==> src/rtl/cfg_pkg.sv <==
package cfg_pkg;

  localparam int unsigned DATA_W  = 32;
  localparam int unsigned LANES   = DATA_W / 8;
  localparam int unsigned OFS_W   = 8;
  localparam int unsigned CMDW_W  = 16;
  localparam int unsigned CMDW_LN = CMDW_W / 8;

  localparam logic [3:0] BUS_CFG_RD = 4'b1010;
  localparam logic [3:0] BUS_CFG_WR = 4'b1011;

  localparam logic [OFS_W-1:0] OFS_IDENT   = 8'h00;
  localparam logic [OFS_W-1:0] OFS_CMDSTAT = 8'h04;
  localparam logic [OFS_W-1:0] OFS_CLASS   = 8'h08;
  localparam logic [OFS_W-1:0] OFS_BASE0   = 8'h10;
  localparam logic [OFS_W-1:0] OFS_INTR    = 8'h3C;

  typedef struct packed {
    logic cmdw;
    logic base;
    logic intr;
  } wr_strobe_t;

  typedef enum logic [2:0] {
    RSEL_ZERO    = 3'd0,
    RSEL_IDENT   = 3'd1,
    RSEL_CMDSTAT = 3'd2,
    RSEL_CLASS   = 3'd3,
    RSEL_BASE    = 3'd4,
    RSEL_INTR    = 3'd5
  } rd_sel_e;

endpackage

==> src/rtl/cfg_rst_sync.sv <==
module cfg_rst_sync #(
  parameter int unsigned STAGES = 2
) (
  input  logic clk,
  input  logic rst_n,
  output logic srst_n
);

  logic [STAGES-1:0] sync_q;
  logic [STAGES-1:0] sync_d;

  always_comb begin
    sync_d = {sync_q[STAGES-2:0], 1'b1};
  end

  always_ff @(posedge clk or negedge rst_n) begin
    if (!rst_n) begin
      sync_q <= '0;
    end else begin
      sync_q <= sync_d;
    end
  end

  assign srst_n = sync_q[STAGES-1];

endmodule

==> src/rtl/cfg_wr_decode.sv <==
module cfg_wr_decode
  import cfg_pkg::*;
(
  input  logic               clk,
  input  logic               rst_n,
  input  logic [OFS_W-1:0]   ofs,
  input  logic [3:0]         cmd_q,
  input  logic [LANES-1:0]   be_n,
  input  logic               irdy_q_n,
  input  logic               trdy_n,
  output wr_strobe_t         strb,
  output logic [LANES-1:0]   lane_en
);

  logic phase_ok;

  always_comb begin
    phase_ok = (cmd_q == BUS_CFG_WR) && !irdy_q_n && !trdy_n;
  end

  always_comb begin
    strb = '0;
    if (phase_ok) begin
      unique case (ofs)
        OFS_CMDSTAT: strb.cmdw = 1'b1;
        OFS_BASE0:   strb.base = 1'b1;
        OFS_INTR:    strb.intr = 1'b1;
        default:     strb = '0;
      endcase
    end
  end

  for (genvar l = 0; l < LANES; l++) begin : g_lane
    assign lane_en[l] = ~be_n[l];
  end

  AST_WR_ONEHOT: assert property (@(posedge clk) disable iff (!rst_n)
    $onehot0(strb)) else $error("write strobes overlap");

endmodule

==> src/rtl/cfg_regs.sv <==
module cfg_regs
  import cfg_pkg::*;
#(
  parameter int unsigned BAR_SIZE_LOG2 = 12,
  parameter bit          BAR_IO        = 1'b0
) (
  input  logic                clk,
  input  logic                rst_n,
  input  wr_strobe_t          strb,
  input  logic [LANES-1:0]    lane_en,
  input  logic [DATA_W-1:0]   wdata,
  output logic [CMDW_W-1:0]   cmd_q,
  output logic [DATA_W-1:0]   bar_q,
  output logic [7:0]          intl_q
);

  localparam logic [DATA_W-1:0] BAR_MASK =
    ~((DATA_W'(1) << BAR_SIZE_LOG2) - DATA_W'(1));
  localparam logic [DATA_W-1:0] BAR_FIX = {{(DATA_W-1){1'b0}}, BAR_IO};

  logic [CMDW_W-1:0]  cmd_d;
  logic [DATA_W-1:0]  bar_raw;
  logic [DATA_W-1:0]  bar_d;
  logic [7:0]         intl_d;
  logic [CMDW_LN-1:0] cmd_lane_wr;
  logic [LANES-1:0]   bar_lane_wr;
  logic               cmd_en;
  logic               bar_en;
  logic               intl_en;

  for (genvar l = 0; l < CMDW_LN; l++) begin : g_cmd_lane
    assign cmd_lane_wr[l] = strb.cmdw & lane_en[l];
    assign cmd_d[l*8 +: 8] = cmd_lane_wr[l] ? wdata[l*8 +: 8] : cmd_q[l*8 +: 8];
  end

  for (genvar l = 0; l < LANES; l++) begin : g_bar_lane
    assign bar_lane_wr[l] = strb.base & lane_en[l];
    assign bar_raw[l*8 +: 8] = bar_lane_wr[l] ? wdata[l*8 +: 8] : bar_q[l*8 +: 8];
  end

  always_comb begin
    bar_d   = (bar_raw & BAR_MASK) | BAR_FIX;
    intl_d  = wdata[7:0];
    cmd_en  = |cmd_lane_wr;
    bar_en  = |bar_lane_wr;
    intl_en = strb.intr & lane_en[0];
  end

  always_ff @(posedge clk or negedge rst_n) begin
    if (!rst_n) begin
      cmd_q <= '0;
    end else if (cmd_en) begin
      cmd_q <= cmd_d;
    end
  end

  always_ff @(posedge clk or negedge rst_n) begin
    if (!rst_n) begin
      bar_q <= BAR_FIX;
    end else if (bar_en) begin
      bar_q <= bar_d;
    end
  end

  always_ff @(posedge clk or negedge rst_n) begin
    if (!rst_n) begin
      intl_q <= '0;
    end else if (intl_en) begin
      intl_q <= intl_d;
    end
  end

  AST_CMD_HOLD: assert property (@(posedge clk) disable iff (!rst_n)
    !strb.cmdw |=> $stable(cmd_q)) else $error("command word moved");
  AST_BAR_HOLD: assert property (@(posedge clk) disable iff (!rst_n)
    !strb.base |=> $stable(bar_q)) else $error("base register moved");
  AST_INTL_HOLD: assert property (@(posedge clk) disable iff (!rst_n)
    !strb.intr |=> $stable(intl_q)) else $error("interrupt line moved");

endmodule

==> src/rtl/cfg_rd_mux.sv <==
module cfg_rd_mux
  import cfg_pkg::*;
#(
  parameter logic [15:0] DEV_ID     = 16'h1A2B,
  parameter logic [15:0] VEN_ID     = 16'h3C4D,
  parameter logic [23:0] CLASS_CODE = 24'h078000,
  parameter logic [7:0]  REV_ID     = 8'h05,
  parameter logic [15:0] STATUS_VAL = 16'h0200,
  parameter logic [7:0]  INT_PIN    = 8'h01,
  parameter logic [7:0]  MIN_GNT    = 8'h20,
  parameter logic [7:0]  MAX_LAT    = 8'h10
) (
  input  logic [OFS_W-1:0]  ofs,
  input  logic [3:0]        cmd_q,
  input  logic [CMDW_W-1:0] cmd_reg,
  input  logic [DATA_W-1:0] bar_reg,
  input  logic [7:0]        int_line,
  output logic [DATA_W-1:0] rdata
);

  rd_sel_e sel;

  always_comb begin
    sel = RSEL_ZERO;
    if (cmd_q == BUS_CFG_RD) begin
      unique case (ofs)
        OFS_IDENT:   sel = RSEL_IDENT;
        OFS_CMDSTAT: sel = RSEL_CMDSTAT;
        OFS_CLASS:   sel = RSEL_CLASS;
        OFS_BASE0:   sel = RSEL_BASE;
        OFS_INTR:    sel = RSEL_INTR;
        default:     sel = RSEL_ZERO;
      endcase
    end
  end

  always_comb begin
    unique case (sel)
      RSEL_IDENT:   rdata = {DEV_ID, VEN_ID};
      RSEL_CMDSTAT: rdata = {STATUS_VAL, cmd_reg};
      RSEL_CLASS:   rdata = {CLASS_CODE, REV_ID};
      RSEL_BASE:    rdata = bar_reg;
      RSEL_INTR:    rdata = {MAX_LAT, MIN_GNT, INT_PIN, int_line};
      default:      rdata = '0;
    endcase
  end

endmodule

==> src/rtl/cfg_header_bank.sv <==
module cfg_header_bank
  import cfg_pkg::*;
#(
  parameter logic [15:0] DEV_ID        = 16'h1A2B,
  parameter logic [15:0] VEN_ID        = 16'h3C4D,
  parameter logic [23:0] CLASS_CODE    = 24'h078000,
  parameter logic [7:0]  REV_ID        = 8'h05,
  parameter logic [15:0] STATUS_VAL    = 16'h0200,
  parameter logic [7:0]  INT_PIN       = 8'h01,
  parameter logic [7:0]  MIN_GNT       = 8'h20,
  parameter logic [7:0]  MAX_LAT       = 8'h10,
  parameter int unsigned BAR_SIZE_LOG2 = 12,
  parameter bit          BAR_IO        = 1'b0
) (
  input  logic        clk,
  input  logic        rst_n,
  input  logic [31:0] addr_q,
  input  logic [3:0]  cmd_q,
  input  logic [3:0]  be_n,
  input  logic [31:0] wdata,
  input  logic        irdy_q_n,
  input  logic        trdy_n,
  output logic [31:0] rdata,
  output logic [15:0] cmd_reg,
  output logic [31:0] bar_reg,
  output logic [7:0]  int_line
);

  logic             srst_n;
  logic [OFS_W-1:0] ofs;
  logic [31:OFS_W]  unused_addr_hi;
  wr_strobe_t       strb;
  logic [LANES-1:0] lane_en;

  assign ofs            = addr_q[OFS_W-1:0];
  assign unused_addr_hi = addr_q[31:OFS_W];

  cfg_rst_sync #(.STAGES(2)) u_rst (
    .clk    (clk),
    .rst_n  (rst_n),
    .srst_n (srst_n)
  );

  cfg_wr_decode u_dec (
    .clk      (clk),
    .rst_n    (srst_n),
    .ofs      (ofs),
    .cmd_q    (cmd_q),
    .be_n     (be_n),
    .irdy_q_n (irdy_q_n),
    .trdy_n   (trdy_n),
    .strb     (strb),
    .lane_en  (lane_en)
  );

  cfg_regs #(
    .BAR_SIZE_LOG2 (BAR_SIZE_LOG2),
    .BAR_IO        (BAR_IO)
  ) u_regs (
    .clk     (clk),
    .rst_n   (srst_n),
    .strb    (strb),
    .lane_en (lane_en),
    .wdata   (wdata),
    .cmd_q   (cmd_reg),
    .bar_q   (bar_reg),
    .intl_q  (int_line)
  );

  cfg_rd_mux #(
    .DEV_ID     (DEV_ID),
    .VEN_ID     (VEN_ID),
    .CLASS_CODE (CLASS_CODE),
    .REV_ID     (REV_ID),
    .STATUS_VAL (STATUS_VAL),
    .INT_PIN    (INT_PIN),
    .MIN_GNT    (MIN_GNT),
    .MAX_LAT    (MAX_LAT)
  ) u_rd (
    .ofs      (ofs),
    .cmd_q    (cmd_q),
    .cmd_reg  (cmd_reg),
    .bar_reg  (bar_reg),
    .int_line (int_line),
    .rdata    (rdata)
  );

  AST_NO_WR_OFF_PHASE: assert property (@(posedge clk) disable iff (!srst_n)
    (irdy_q_n || trdy_n || (cmd_q != BUS_CFG_WR))
      |=> $stable({cmd_reg, bar_reg, int_line})) else $error("write outside data phase");
  AST_RD_IDLE_ZERO: assert property (@(posedge clk) disable iff (!srst_n)
    (cmd_q != BUS_CFG_RD) |-> (rdata == '0)) else $error("read word without read command");
  AST_RD_BAR_MATCH: assert property (@(posedge clk) disable iff (!srst_n)
    (cmd_q == BUS_CFG_RD && ofs == OFS_BASE0) |-> (rdata == bar_reg)) else $error("base read mismatch");
  AST_BAR_FIXED_BIT: assert property (@(posedge clk) disable iff (!srst_n)
    bar_reg[0] == BAR_IO) else $error("space indicator lost");

endmodule

==> config.mk <==
export PLATFORM = sky130hd
export DESIGN_NAME = cfg_header_bank
export DESIGN_NICKNAME = d
export VERILOG_FILES = /design/src/rtl/cfg_pkg.sv /design/src/rtl/cfg_rst_sync.sv /design/src/rtl/cfg_wr_decode.sv /design/src/rtl/cfg_regs.sv /design/src/rtl/cfg_rd_mux.sv /design/src/rtl/cfg_header_bank.sv
export SDC_FILE = /design/constraint.sdc
export NUM_CORES = 1
export LEC_CHECK = 0
export BUFFER_PORTS_ARGS = -buffer_cell sky130_fd_sc_hd__buf_2
export CAP_MARGIN = 20
export CELL_PAD_IN_SITES_DETAIL_PLACEMENT = 0
export CELL_PAD_IN_SITES_GLOBAL_PLACEMENT = 1
export CORE_ASPECT_RATIO = 1.25
export CORE_UTILIZATION = 30
export CTS_BUF_LIST = sky130_fd_sc_hd__clkbuf_8 sky130_fd_sc_hd__clkbuf_16
export CTS_CLUSTER_DIAMETER = 80
export DETAILED_ROUTE_END_ITERATION = 7
export PLACE_DENSITY = 0.82
export SLEW_MARGIN = 20
export SYNTH_ARGS = -nofsm -noshare
export SYNTH_HDL_FRONTEND = slang
export SYNTH_HIERARCHICAL = 1
export SYNTH_SLANG_ARGS = --single-unit
==> constraint.sdc <==
create_clock -name clk -period 2.95 [get_ports clk]
set_input_delay 0.59 -clock clk [delete_from_list [all_inputs] [get_ports clk]]
set_output_delay 0.59 -clock clk [all_outputs]
set_load 0.03 [all_outputs]
## After elaboration in Yosys (flattened, before gate mapping)

Index checks and enable logic that the tools add are counted.

| operators by class | value |
|---|---|
| bitwise operators | 11 |
| muxes and demuxes | 7 |
| equal/unequal tests | 11 |
| reductions and logical operators | 12 |

Operator list:

| kind | number |
|---|---|
| $pmux W32 S5 | 1 |
| $pmux W3 S5 | 1 |
| $reduce_and A2 Y1 | 5 |
| $eq A4 B4 Y1 const B | 2 |
| $eq A8 B3 Y1 const B | 1 |
| $eq A8 B4 Y1 const B | 1 |
| $eq A8 B5 Y1 const B | 1 |
| $eq A8 B6 Y1 const B | 1 |
| $logic_not A8 Y1 | 1 |
| $and A1 B1 Y1 | 7 |
| $eq A3 B2 Y1 const B | 2 |
| $eq A3 B3 Y1 const B | 2 |
| $mux W3 | 2 |
| $not A1 Y1 | 4 |
| $reduce_or A4 Y1 | 1 |
| $eq A3 B1 Y1 const B | 1 |
| $mux W1 | 3 |
| $logic_and A1 B1 Y1 | 2 |
| $logic_not A1 Y1 | 2 |
| $reduce_or A2 Y1 | 1 |

| storage, ports and cells | value |
|---|---|
| input port bits | 76 |
| register bits | 46 |
| logic and storage cells | 48 |

## Logic depth before layout (Yosys ltp)

| depth | value |
|---|---|
| word-level depth | 7 |
| gate-level depth with buffers | 6 |
| depth with buffers taken out | 4 |

## Hierarchy

The synthesis kept the hierarchy.

Modules (own cells, without submodules):

| module | instances | cells each | sequential area each (um^2) | area each (um^2) |
|---|---|---|---|---|
| cfg_regs | 1 | 107 | 1101.1 | 1725.4 |
| cfg_rd_mux | 1 | 97 | 0.0 | 570.5 |
| cfg_wr_decode | 1 | 13 | 0.0 | 86.3 |
| cfg_rst_sync | 1 | 3 | 50.0 | 53.8 |

## Least setup slack after synthesis

Ideal clock, no wire load.

| timing path | value |
|---|---|
| path kind | input-to-output |
| start | in addr_q[1] |
| end | out rdata[4] |
| setup slack | 0.068 ns |
| stages | 4 |
| buffers on the path | 0 |
| required time | 2.360 ns |
| arrival | 2.292 ns |
| cells stage by stage | or4_4 -> nor2_1 -> o211ai_1 -> o21ai_0 |

| on the way | value |
|---|---|
| longest elaborated chain between the ends | 5 |

RTL lines:

| what | line | text |
|---|---|---|
| from (decl) | cfg_header_bank.sv:17 | `input logic [31:0] addr_q,` |
| $eq A8 B6 Y1 (tied with other cells) | cfg_rd_mux.sv:26 | `unique case (ofs)` |
| $pmux W3 S5 (*) | cfg_rd_mux.sv:26 |  |
| $mux W3 (*) | cfg_rd_mux.sv:25 | `if (cmd_q == BUS_CFG_RD) begin` |
| $eq A3 B3 Y1 (tied with other cells) | cfg_rd_mux.sv:38 | `unique case (sel)` |
| $pmux W32 S5 (*) | cfg_rd_mux.sv:38 |  |
| to (decl) | cfg_header_bank.sv:23 | `output logic [31:0] rdata,` |

Mark *: on every way between the ends. The rest lies on a longest branch, timed or not.

## Worst setup path after layout

| timing path | value |
|---|---|
| start | in addr_q[1] |
| end | out rdata[13] |

The elaborated chain is that of the path after synthesis.

==> impl_results.md <==
- Core box area: 7840 sq um
- Startpoint Class: primary input
- Synth warn: 6
- Worst setup path category: primary input to output pin
- Die Span Y: 103 um
- RSZ-0062 raised after global routing: false
- Starting Density: 31.1%
- ANT cells: 0
- Filler cell count: 819
- Vias in the first global route: 2,053
- IO Port Bufs: 127
- Slew @ Worst Pin: 0.574 ns
- Placer Congestion: 0.798
- Total number of vias: 2,129
- Starting DRT DRC Count: 57
- Overall power: 1.13 mW
- # nets final: 430
- IO Pins: 164
- Min Hold Slack: 0.0631 ns
- Critical Path Most Common Cell: buf_2
- Clk_lat worst skew: 0.29 ns
- Avg Inst Size Synth: 11.1 sq um
- Type of the most critical hold path: primary input to async pin
- CTS tree: yes
- Reg2Reg Depth: 1
- Vias/cell: 4.73
- # setup viols final: 0
- Sink Count: 46
- Total GRT Usage: 16.4%
- CTS root buf: clkbuf_8
- Rel. slew slack: 61.7%
- F_max: 351 MHz
- Dpl hpwl: 5.43 mm
- Total grt overflow: 0
- Layout cells sized above 1: 56.1%
- Fin worst setup slack: 0.0986 ns
- Clock Tree Buf Depth: 2
- PwrDens: 343 nW/um^2
- Pin count of the biggest net entering global routing: 45
- Flops & latches, synth: 46
- Leakage: 1.92 nW
- Final setup TNS: 0 ns
- CP Capture Type: output pin
- VDD IR-drop max: 250 uV
- Clock skew: 0.00383 ns
- Pre-CTS setup slack: 0.0940 ns
- Die area: 8490 sq um
- Cell Count, Final, Fillers Out: 450
- Fraction of the cycle the final worst path needs: 96.7%
- CTS Buf Count: 5
- Placed Instances: 442
- Biggest cell delay along the critical path: 0.59 ns
- Count of cell types in the netlist: 38
- Critical path peak fanout: 18
- Commonest non-fill, non-tap cell in the layout: buf_2
- Status: complete, no violations
- Max Cap Viol: 0
- Worst path slowest cell: and4bb_2
- CTS Hold Buffers Added: 0
- Residual DRC count: 0
- Worst Path Required: 2.36 ns
- Syn Inst Count: 220
- Syn Std Cell Area: 2440 sq um
- Critical path cell sequence: buf_2, or4_4, and4bb_2, a221o_1, buf_2
- Clock-pin slew on the worst setup and hold paths: 0.08 ns
- First-pass GRT wire length: 10.3 mm
- Die Width: 82.6 um
- Sequential share of the synthesized area: 47.3%
- WL/cell: 15.4 um
- Final Slew Violations: 0
- Crit path time final: 2.85 ns
- Arr. time, crit path: 2.26 ns
- Total wire length: 6.95 mm
- Initial antenna violation count: 0
- Cell Rows: 36
- # resized after CTS: 0
- First drt pass iteration count: 4
- Commonest non-fill, non-tap cells in the layout: buf_2, dfrtp_1, mux2_2, nand2_1, conb_1
- Post-route ant nets: 0
- Area grow syn2layout: 34.5%
- Number of setup buffers added after CTS: 0
- Final Hold Fails: 0
- Htree depth: 2
==> cells in the mapped netlist (all sizes together) <==
master / count / area [sq um]
dfrtp: 46 / 1150
mux2: 44 / 495
nand2: 29 / 121
buf: 16 / 113
o21ai: 8 / 40.0
a21oi: 7 / 35.0
and2: 6 / 37.5
inv: 6 / 22.5
nor2: 5 / 18.8
a221o: 4 / 40.0
nor3: 4 / 25.0
a22o: 3 / 26.3
clkbuf: 3 / 11.3
mux2i: 3 / 30.0
nand2b: 3 / 18.8
nand3: 3 / 15.0
nand4: 3 / 18.8
nor2b: 3 / 18.8
nor4: 3 / 18.8
or4b: 3 / 30.0
a22oi: 2 / 15.0
and3: 2 / 12.5
conb: 2 / 7.51
or2: 2 / 15.0
or4: 2 / 22.5
a32oi: 1 / 8.76
and4: 1 / 8.76
and4bb: 1 / 12.5
nand4b: 1 / 8.76
nand4bb: 1 / 11.3
o211ai: 1 / 7.51
o21bai: 1 / 7.51
or3: 1 / 11.3
==> kinds of logic (layout without fill, tap and decap cells) <==
group | after synthesis | count (layout) | share of synthesized area [%]
simple gates | 73 | 73 | 17.5
other cells | 2 | 13 | 0.308
flops | 46 | 46 | 47.3
buf+inv | 25 | 149 | 6.01
compound gates | 27 | 27 | 7.40
mux | 47 | 47 | 21.6
==> per-stage QoR <==
step,util (%),area (sq um)
2_1_floorplan,-,2480
3_3_place_gp,40.6,3180
3_5_place_dp,40.6,3180
4_1_cts,41.8,3270
5_1_grt,41.8,3280
6_report,41.8,3280
==> cell type report <==
cell class                      instances  area [sq um]  share of cell area (%)
Multi-Input combinational cell        160          1180                    36.0
Inverter                                6          22.5                   0.688
Clock inverter                          2          8.76                   0.267
Clock buffer                            6          82.6                    2.52
Timing Repair Buffer                  135           708                    21.6
Sequential cell                        46          1150                    35.3
Tap cell                               95           119                    3.63
==> per-layer routing <==
| metal | part of all wire [%] | wire length (um) | GRT usage (%) |
|---|---|---|---|
| met5 | 0 | 0 | 0 |
| met4 | 1.1 | 79 | 5.44 |
| met3 | 5.0 | 346 | 2.74 |
| met2 | 55 | 3810 | 29.1 |
| met1 | 39 | 2710 | 19.9 |
==> state kept, by name (all words and copies together), names as in the netlist <==
| name | cells |
|---|---|
| u_regs/bar_q | 20 |
| u_regs/intl_q | 8 |
| u_regs/cmd_q | 16 |
| u_rst/sync_q | 2 |
==> worst paths after layout <==
check / slack (ns) / to / start
worst max register to register: 2.15 / u_regs/bar_q[16] / u_regs/bar_q[16]
min in group clk: 0.36 / u_rst/sync_q[1] / u_rst/sync_q[0]
worst min register to register: 0.34 / u_regs/bar_q[31] / u_rst/sync_q[1]
worst min-delay path: 0.06 / u_rst/sync_q[1] / rst_n
worst max-delay path: 0.1 / rdata[13] / addr_q[1]
max in group asynchronous: 2.22 / u_regs/cmd_q[3] / u_rst/sync_q[1]
==> critical path, delay by kind of cell <==
family / cells / cell delay [ns]
AO/OA/AOI/OAI: 1 / 0.21
AND/OR/NAND/NOR: 2 / 1.16
buffers and inverters: 2 / 0.29
==> where the power goes <==
| group | internal, mW | leakage [nW] | total (mW) | switching [mW] |
|---|---|---|---|---|
| logic | 0.0364 | 1.23 | 0.0935 | 0.0571 |
| registers | 0.632 | 0.637 | 0.644 | 0.0121 |
| clock network | 0.186 | 0.0524 | 0.387 | 0.201 |
| total | 0.854 | 1.92 | 1.13 | 0.271 |
(Power assumes the default switching activity.)
